`config.mk`:
```
export PLATFORM = sky130hd
export DESIGN_NAME = psc_simd_cmp
export DESIGN_NICKNAME = d
export VERILOG_FILES = /design/src/rtl/psc_pkg.sv /design/src/rtl/psc_ctrl.sv /design/src/rtl/psc_lanes.sv /design/src/rtl/psc_spread.sv /design/src/rtl/psc_simd_cmp.sv
export SDC_FILE = /design/constraint.sdc
export NUM_CORES = 1
export LEC_CHECK = 0
export ABC_AREA = 1
export ABC_CLOCK_PERIOD_IN_PS = 3170
export BUFFER_PORTS_ARGS = -buffer_cell sky130_fd_sc_hd__buf_2
export CELL_PAD_IN_SITES_DETAIL_PLACEMENT = 1
export CELL_PAD_IN_SITES_GLOBAL_PLACEMENT = 1
export CORE_MARGIN = 4
export CORE_UTILIZATION = 36
export DETAILED_ROUTE_END_ITERATION = 8
export PLACE_DENSITY_LB_ADDON = 0.1
export SLEW_MARGIN = 20
export SYNTH_ARGS = -nofsm -noshare
export SYNTH_HDL_FRONTEND = slang
export SYNTH_SLANG_ARGS = --single-unit
export TNS_END_PERCENT = 20
```
`constraint.sdc`:
```
create_clock -name vclk -period 3.17
set_input_delay 0.1585 -clock vclk [all_inputs]
set_output_delay 0.1585 -clock vclk [all_outputs]
set_load 0.1 [all_outputs]
```
`src/rtl/psc_pkg.sv`:
```
package psc_pkg;
  localparam int LANE_W = 8;
  localparam int LANES  = 8;
  localparam int DATA_W = LANE_W * LANES;
  localparam int OPS_W  = 4;

  typedef enum logic [OPS_W-1:0] {
    OP_EQ  = 4'd0,
    OP_NE  = 4'd1,
    OP_GT  = 4'd2,
    OP_GE  = 4'd3,
    OP_LT  = 4'd4,
    OP_LE  = 4'd5,
    OP_ALL = 4'd6,
    OP_ANY = 4'd7,
    OP_XOR = 4'd8
  } opCode_e;

  typedef struct packed {
    logic isCmp;
    logic isRed;
    logic wantEq;
    logic wantGt;
    logic wantLt;
    logic redAll;
    logic redAny;
    logic redXor;
  } strobes_t;
endpackage

```
`src/rtl/psc_ctrl.sv`:
```
module psc_ctrl
  import psc_pkg::*;
#(
  parameter int NLANES = LANES
) (
  input  logic [OPS_W-1:0]  opSel,
  input  logic [NLANES-2:0] gates,
  output strobes_t          strb,
  output logic [NLANES-1:0] startAt,
  output logic [NLANES-1:0] endAt
);
  always_comb begin
    strb = '0;
    case (opSel)
      OP_EQ:  begin strb.isCmp = 1'b1; strb.wantEq = 1'b1; end
      OP_NE:  begin strb.isCmp = 1'b1; strb.wantGt = 1'b1; strb.wantLt = 1'b1; end
      OP_GT:  begin strb.isCmp = 1'b1; strb.wantGt = 1'b1; end
      OP_GE:  begin strb.isCmp = 1'b1; strb.wantGt = 1'b1; strb.wantEq = 1'b1; end
      OP_LT:  begin strb.isCmp = 1'b1; strb.wantLt = 1'b1; end
      OP_LE:  begin strb.isCmp = 1'b1; strb.wantLt = 1'b1; strb.wantEq = 1'b1; end
      OP_ALL: begin strb.isRed = 1'b1; strb.redAll = 1'b1; end
      OP_ANY: begin strb.isRed = 1'b1; strb.redAny = 1'b1; end
      OP_XOR: begin strb.isRed = 1'b1; strb.redXor = 1'b1; end
      default: strb = '0;
    endcase
  end

  // boundary vectors: a lane starts a partition after a set gate, ends before one
  assign startAt = {gates, 1'b1};
  assign endAt   = {1'b1, gates};

  always_comb begin

    mode_excl_chk: assert (!(strb.isCmp && strb.isRed))
      else $error("compare and reduce strobes both set");

    bad_op_idle_chk: assert (opSel <= OP_XOR || strb == '0)
      else $error("undefined op code produced strobes");
  end
endmodule

```
`src/rtl/psc_lanes.sv`:
```
module psc_lanes
  import psc_pkg::*;
#(
  parameter int NLANES = LANES,
  parameter int LW     = LANE_W,
  localparam int DW    = NLANES * LW
) (
  input  logic [DW-1:0]     opA,
  input  logic [DW-1:0]     opB,
  input  strobes_t          strb,
  input  logic [NLANES-1:0] endAt,
  output logic [NLANES-1:0] partVal
);
  logic [NLANES-1:0] lnEq, lnGt, lnLt, lnAll, lnAny, lnXor;
  logic [NLANES-1:0] accEq, accGt, accLt, accAll, accAny, accXor;

  for (genvar j = 0; j < NLANES; j++) begin : g_lane
    logic [LW-1:0] la, lb;
    assign la = opA[j*LW +: LW];
    assign lb = opB[j*LW +: LW];
    assign lnEq[j]  = (la == lb);
    assign lnGt[j]  = (la > lb);
    assign lnLt[j]  = (la < lb);
    assign lnAll[j] = &la;
    assign lnAny[j] = |la;
    assign lnXor[j] = ^la;

    // accumulate from the partition's top lane down to lane j
    if (j == NLANES - 1) begin : g_top
      assign accEq[j]  = lnEq[j];
      assign accGt[j]  = lnGt[j];
      assign accLt[j]  = lnLt[j];
      assign accAll[j] = lnAll[j];
      assign accAny[j] = lnAny[j];
      assign accXor[j] = lnXor[j];
    end else begin : g_chain
      logic brk;
      assign brk = endAt[j];
      assign accEq[j]  = brk ? lnEq[j]  : (accEq[j+1] & lnEq[j]);
      assign accGt[j]  = brk ? lnGt[j]  : (accGt[j+1] | (accEq[j+1] & lnGt[j]));
      assign accLt[j]  = brk ? lnLt[j]  : (accLt[j+1] | (accEq[j+1] & lnLt[j]));
      assign accAll[j] = brk ? lnAll[j] : (accAll[j+1] & lnAll[j]);
      assign accAny[j] = brk ? lnAny[j] : (accAny[j+1] | lnAny[j]);
      assign accXor[j] = brk ? lnXor[j] : (accXor[j+1] ^ lnXor[j]);
    end

    logic cmpBit, redBit;
    assign cmpBit = (strb.wantEq & accEq[j]) | (strb.wantGt & accGt[j]) |
                    (strb.wantLt & accLt[j]);
    assign redBit = (strb.redAll & accAll[j]) | (strb.redAny & accAny[j]) |
                    (strb.redXor & accXor[j]);
    assign partVal[j] = (strb.isCmp & cmpBit) | (strb.isRed & redBit);

    always_comb begin

      gt_lt_excl_chk: assert (!(accGt[j] && accLt[j]))
        else $error("lane %0d greater and less at once", j);

      eq_order_excl_chk: assert (!(accEq[j] && (accGt[j] || accLt[j])))
        else $error("lane %0d equal and ordered at once", j);

      all_implies_any_chk: assert (!accAll[j] || accAny[j])
        else $error("lane %0d all-set without any-set", j);
    end
  end
endmodule

```
`src/rtl/psc_spread.sv`:
```
module psc_spread
  import psc_pkg::*;
#(
  parameter int NLANES = LANES
) (
  input  logic [NLANES-1:0] partVal,
  input  logic [NLANES-1:0] startAt,
  output logic [NLANES-1:0] laneOut
);
  // the lowest lane of a partition holds its value; copy upward
  for (genvar j = 0; j < NLANES; j++) begin : g_sp
    if (j == 0) begin : g_base
      assign laneOut[j] = partVal[j];
    end else begin : g_up
      assign laneOut[j] = startAt[j] ? partVal[j] : laneOut[j-1];
      always_comb begin

        uniform_part_chk: assert (startAt[j] || laneOut[j] == laneOut[j-1])
          else $error("lane %0d differs from lane below inside partition", j);
      end
    end
  end

  always_comb begin

    whole_word_chk: assert (startAt != {{(NLANES-1){1'b0}}, 1'b1} ||
                            laneOut == '0 || laneOut == '1)
      else $error("ungated word gives mixed result");
  end
endmodule

```
`src/rtl/psc_simd_cmp.sv`:
```
module psc_simd_cmp
  import psc_pkg::*;
(
  input  logic [DATA_W-1:0] opA,
  input  logic [DATA_W-1:0] opB,
  input  logic [LANES-2:0]  gates,
  input  logic [OPS_W-1:0]  opSel,
  output logic [LANES-1:0]  result
);
  strobes_t         strb;
  logic [LANES-1:0] startAt, endAt, partVal;

  psc_ctrl #(.NLANES(LANES)) u_ctrl (
    .opSel(opSel), .gates(gates), .strb(strb),
    .startAt(startAt), .endAt(endAt)
  );

  psc_lanes #(.NLANES(LANES), .LW(LANE_W)) u_lanes (
    .opA(opA), .opB(opB), .strb(strb), .endAt(endAt), .partVal(partVal)
  );

  psc_spread #(.NLANES(LANES)) u_spread (
    .partVal(partVal), .startAt(startAt), .laneOut(result)
  );
endmodule

```
# Yosys cells after proc, flatten, opt, wreduce, memory -nomap -nowiden
# Cells that the tools add are included.
dict set report word_totals {
  elab_cells 279
  output_inout_bits 8
  ff_bits 0
  inputBits 139
}
dict set report op_classes {
  reduce_logical 30
  magnitude_cmp 16
  muxes 57
  n_bitwise 160
  n_eq_ne 16
}
# op n
set op_table {}
lappend op_table {{$and 1x1->1} 92}
lappend op_table {{$eq 8x8->1} 8}
lappend op_table {{$gt 8x8->1} 8}
lappend op_table {{$lt 8x8->1} 8}
lappend op_table {{$reduce_and 8->1} 8}
lappend op_table {{$reduce_or 8->1} 8}
lappend op_table {{$reduce_xor 8->1} 8}
lappend op_table {{$or 1x1->1} 61}
lappend op_table {{$mux 1} 57}
lappend op_table {{$eq 4x3->1 const B} 4}
lappend op_table {{$reduce_or 3->1} 4}
lappend op_table {{$eq 4x2->1 const B} 2}
lappend op_table {{$xor 1x1->1} 7}
lappend op_table {{$reduce_or 6->1} 1}
lappend op_table {{$eq 4x1->1 const B} 1}
lappend op_table {{$eq 4x4->1 const B} 1}
lappend op_table {{$logic_not 4->1} 1}

# Logic depth before layout (Yosys ltp)
dict set report logic_depth {
  word_depth 28
  mapped_depth 37
}

# Modules after synthesis
# Synthesis repeated with hierarchy kept, for this count alone.
dict set report hier_totals {
  cells_unflattened 680
  hier_area_um2 4219.0
}
# module cells_per_inst n_inst area_per_inst_um2
set modules_own_cells {}
lappend modules_own_cells {psc_lanes 608 1 3819.9}
lappend modules_own_cells {psc_ctrl 40 1 222.7}
lappend modules_own_cells {psc_spread 32 1 176.4}

# Least setup slack after synthesis
# OpenSTA, ideal clock, no wires.
dict set report synth_path {
  path_kind {input to output}
  start {in opA[56]}
  end {out result[7]}
  slack_ns -0.544
  cell_stages 35
  t_arrival_ns 3.556
  required_time_ns 3.012
  cell_sequence {inv_1 ha_1 nand2_1 inv_1 nor2_1 nand2_1 nand2_1 nand3_2 nand2_2 nand2_1 nand2_1 nand2_2 nand2_1 nand2_1 nand2_2 nand2_1 nand2_1 nand2_2 nand2_1 nand2_1 nand2_2 nand3_1 nand2_2 nand2_1 nand2_1 nand3_2 nand3_2 nand3_2 nand3_2 nand3_2 nand3_2 nand3_2 nand2_2 nand2_1 nand2_1}
}
dict set report synth_between {
  elab_chain_cells 28
}
# item line
set synth_rtl {}
lappend synth_rtl {{start, declared} psc_simd_cmp.sv:4} ;# input logic [DATA_W-1:0] opA,
lappend synth_rtl {{branches (longest 26 deep; another with $gt 8x8->1)} --}
lappend synth_rtl {{$mux 1 *} psc_spread.sv:15} ;# assign laneOut[j] = startAt[j] ? partVal[j] : laneOut[j-1];
lappend synth_rtl {{named net result[6]} psc_simd_cmp.sv:8} ;# output logic [LANES-1:0] result
lappend synth_rtl {{$mux 1 *} psc_spread.sv:15}
lappend synth_rtl {{end, declared} psc_simd_cmp.sv:8}
# Mark *: on every way through the listed nets, which the timed path passes.

# Worst setup path after layout
dict set report layout_path {
  start {in opA[48]}
  end {out result[6]}
}
dict set report layout_between {
  elab_chain_cells 27
}
# item line
set layout_rtl {}
lappend layout_rtl {{$gt 8x8->1 / $eq 8x8->1 (equally long branches)} {psc_lanes.sv:22, psc_lanes.sv:21}}
lappend layout_rtl {{$and 1x1->1, on equally long branches} {psc_lanes.sv:40, psc_lanes.sv:39}}
lappend layout_rtl {{$or 1x1->1 / $mux 1 (equally long branches)} {psc_lanes.sv:40, psc_lanes.sv:39}}
lappend layout_rtl {{$mux 1, or another cell as far along} psc_lanes.sv:40} ;# assign accGt[j] = brk ? lnGt[j] : (accGt[j+1] | (accEq[j+1] & lnGt[j]));
lappend layout_rtl {{$or 1x1->1 / $mux 1 (equally long branches)} {psc_lanes.sv:40, psc_lanes.sv:39}}
lappend layout_rtl {{$mux 1, or another cell as far along} psc_lanes.sv:40}
lappend layout_rtl {{$or 1x1->1 / $mux 1 (equally long branches)} {psc_lanes.sv:40, psc_lanes.sv:39}}
lappend layout_rtl {{$mux 1, or another cell as far along} psc_lanes.sv:40}
lappend layout_rtl {{[6 not listed]} --}
lappend layout_rtl {{$or 1x1->1} psc_lanes.sv:40}
lappend layout_rtl {{$mux 1} psc_lanes.sv:40}
lappend layout_rtl {{$and 1x1->1} psc_lanes.sv:48} ;# assign cmpBit = (strb.wantEq & accEq[j]) | (strb.wantGt & accGt[j]) |
lappend layout_rtl {{$or 1x1->1 (2 in a row)} psc_lanes.sv:48}
lappend layout_rtl {{$and 1x1->1} psc_lanes.sv:52} ;# assign partVal[j] = (strb.isCmp & cmpBit) | (strb.isRed & redBit);
lappend layout_rtl {{$or 1x1->1} psc_lanes.sv:52}
lappend layout_rtl {{$mux 1 (5 in a row)} psc_spread.sv:15}
lappend layout_rtl {{$mux 1 *} psc_spread.sv:15}
# Mark *: on every way between the ends. The rest lies on a longest branch, timed or not.

==> impl_metrics.py <==
metrics = {
    "timing": {
        "fin_ws_ns": -0.2042,
        "final_hold_viol_count": 0,
        "maxSlewHeadroom": 0.6648,
        "timing.final.crit_share": 1.064,
        "slew_viol_final": 0,
        "timing.final.crit_period_ns": 3.374,
        "fmax_mhz": 296.4,
        "finalSetupViolCount": 3,
        "tightest_slew_ns": 0.5010,
        "grt_setup_unrepaired": "yes",
    },
    "setup_path": {
        "cp.required_ns": 3.01,
        "endpoint_kind": "primary output",
        "cpPeakStageDelay_ns": 0.21,
        "crit_path_top_delay_cell": "ha_4",
        "start_kind": "input port",
        "cpMostUsedCell": "nand2_2",
        "arrival_ns": 3.22,
        "crit_type": "in -> out",
        "worstPathMaxFanout": 3,
    },
    "detailed_routing": {
        "wl_um": 13230,
        "via_count": 4722,
        "wl_per_cell_um": 13.66,
        "drt-vias-per-instance": 4.878,
        "drc_errors": 0,
        "drt_iter0_drc": 138,
        "ant_nets": 0,
        "dr.pass1.iters": 4,
    },
    "run_status": {
        "violations": "negative setup slack",
        "outcome": "finished with violations",
    },
    "grt": {
        "antenna_found_initial": 0,
        "grt_pass1_vias": 5214,
        "overflow": 0,
        "grtUsageTotal": 0.2022,
        "grt_pass1_wl_um": 22330,
        "grt_max_degree": 9,
    },
    "synthesis": {
        "syn_area_per_cell_um2": 6.297,
        "yosysMostFrequentCell": "inv_1",
        "synth_area_leaders": "ha_1, inv_1, nand2_1",
        "syn_inst": 634,
        "syn_nets": 901,
        "ys_seq_area_frac": 0,
        "yosysWarnings": 0,
        "synth_top_area_cell": "ha_1",
        "synth_top_area_frac": 0.4011,
        "synthDistinctLibCells": 36,
        "yosys-top-cells-count": "inv_1, ha_1, nand2_1",
        "syn-cell-area_um2": 3993,
    },
    "final_layout": {
        "ff_latch_area_um2": 0,
        "seq_cell_count": 0,
        "diodes": 0,
        "area_growth_pct": 41.84,
        "layout-drive-gt1-share": 0.3370,
        "fin_area_um2": 5663,
        "utilization": 0.5224,
        "nets": 1097,
        "fin_cells": 968,
        "clkbuf_count": 0,
        "fillers": 1477,
    },
    "place": {
        "gp_congestion": 0.8589,
        "dpl_worst_slack_ns": -0.3917,
        "port_buffers": 147,
        "dpl_cell_area_um2": 5323,
        "place_hpwl_um": 11830,
        "post-place-cells": 959,
    },
    "die": {
        "die_w_um": 113.3,
        "die_height_um": 113.3,
        "initial_core_util": 0.3683,
        "pin_count": 147,
        "core_um2": 10840,
        "fp-row-count": 38,
        "die_area_um2": 12840,
    },
    "power": {
        "p_leak_uw": 0.003478,
        "power_density_nw_per_um2": 191.1,
        "finalPower_uw": 1082,
        "peakVddDrop_uv": 88.90,
    },
    "flow_run": {
        "drv_cap": 0,
    },
    "worst_hold_path": {
        "min-delay-path-class": "in -> out",
    },
}
==> layout make-up <==
cell class	count	area, um^2	share of cell area
Inverter	176	673.1	0.1189
Multi-Input combinational cell	458	3552	0.6273
Tap cell	140	175.2	0.03093
Timing Repair Buffer	194	1262	0.2229
==> kinds of logic (layout without fill, tap and decap cells) <==
logic type / count (synthesis) / in the layout / synth area share
XOR/XNOR: 19 / 19 / 0.04168
buffers and inverters: 176 / 370 / 0.1667
adder cells (fa/ha/maj): 128 / 128 / 0.4011
AND/OR/NAND/NOR: 226 / 226 / 0.2617
AO/OA/AOI/OAI: 85 / 85 / 0.1288
==> layer usage <==
| metal | global-route usage | vias up | routed length, um |
|---|---|---|---|
| li1 | - | 2427 | - |
| met2 | 0.3973 | 106 | 6895 |
| met1 | 0.2426 | 2181 | 5614 |
| met5 | 0 | - | 0 |
| met4 | 0.01923 | 0 | 88 |
| met3 | 0.02032 | 8 | 626 |
==> cell usage in the layout, fill, tap and decap left out, types with 13 or more instances in the layout <==
| cell | count |
|---|---|
| nand2_1 | 94 |
| inv_1 | 147 |
| nor2_1 | 37 |
| buf_4 | 57 |
| inv_2 | 24 |
| nand3_2 | 13 |
| buf_2 | 125 |
| nand4_1 | 24 |
| a21oi_1 | 36 |
| nand3_1 | 15 |
| nand2_2 | 20 |
| o21ai_0 | 13 |
| ha_1 | 119 |
==> worst max-delay path, delay by kind of cell <==
| kind | cells | cell delay [ns] |
|---|---|---|
| buffers and inverters | 6 | 0.56 |
| AND/OR/NAND/NOR | 31 | 2.27 |
| adder cells (fa/ha/maj) | 1 | 0.21 |
==> power by group <==
group / switching, uW / total [uW] / internal (uW)
registers: 0 / 0 / 0
clock network: 0 / 0 / 0
logic: 625 / 1080 / 458
total: 625 / 1080 / 458
==> worst paths after layout <==
path | slack (ns) | cells past startpoint | endpoint | startpoint
min | 0.77 | 4 | result[7] | gates[6]
max | -0.20 | 38 | result[6] | opA[48]
==> repair_timing <==
item / in CTS / in global routing
setup buffers: 4 / 5
gates resized for setup: 25 / 57
gates cloned: 0 / 0
setup endpoints to repair: 5 / 8
pin swaps: 10 / 27
hold buffers: 0 / 0
==> per-stage QoR <==
step                      hold slack (ns)  setup TNS [ns]
after floorplan                    0.5968        -0.05903
after global placement             0.7703         -0.5399
after detailed placement           0.7681          -1.237
after CTS                          0.7704         -0.6254
after global routing               0.7901          -2.167
final                              0.7701         -0.5056
No activity file was read; power rests on OpenSTA's default activity.
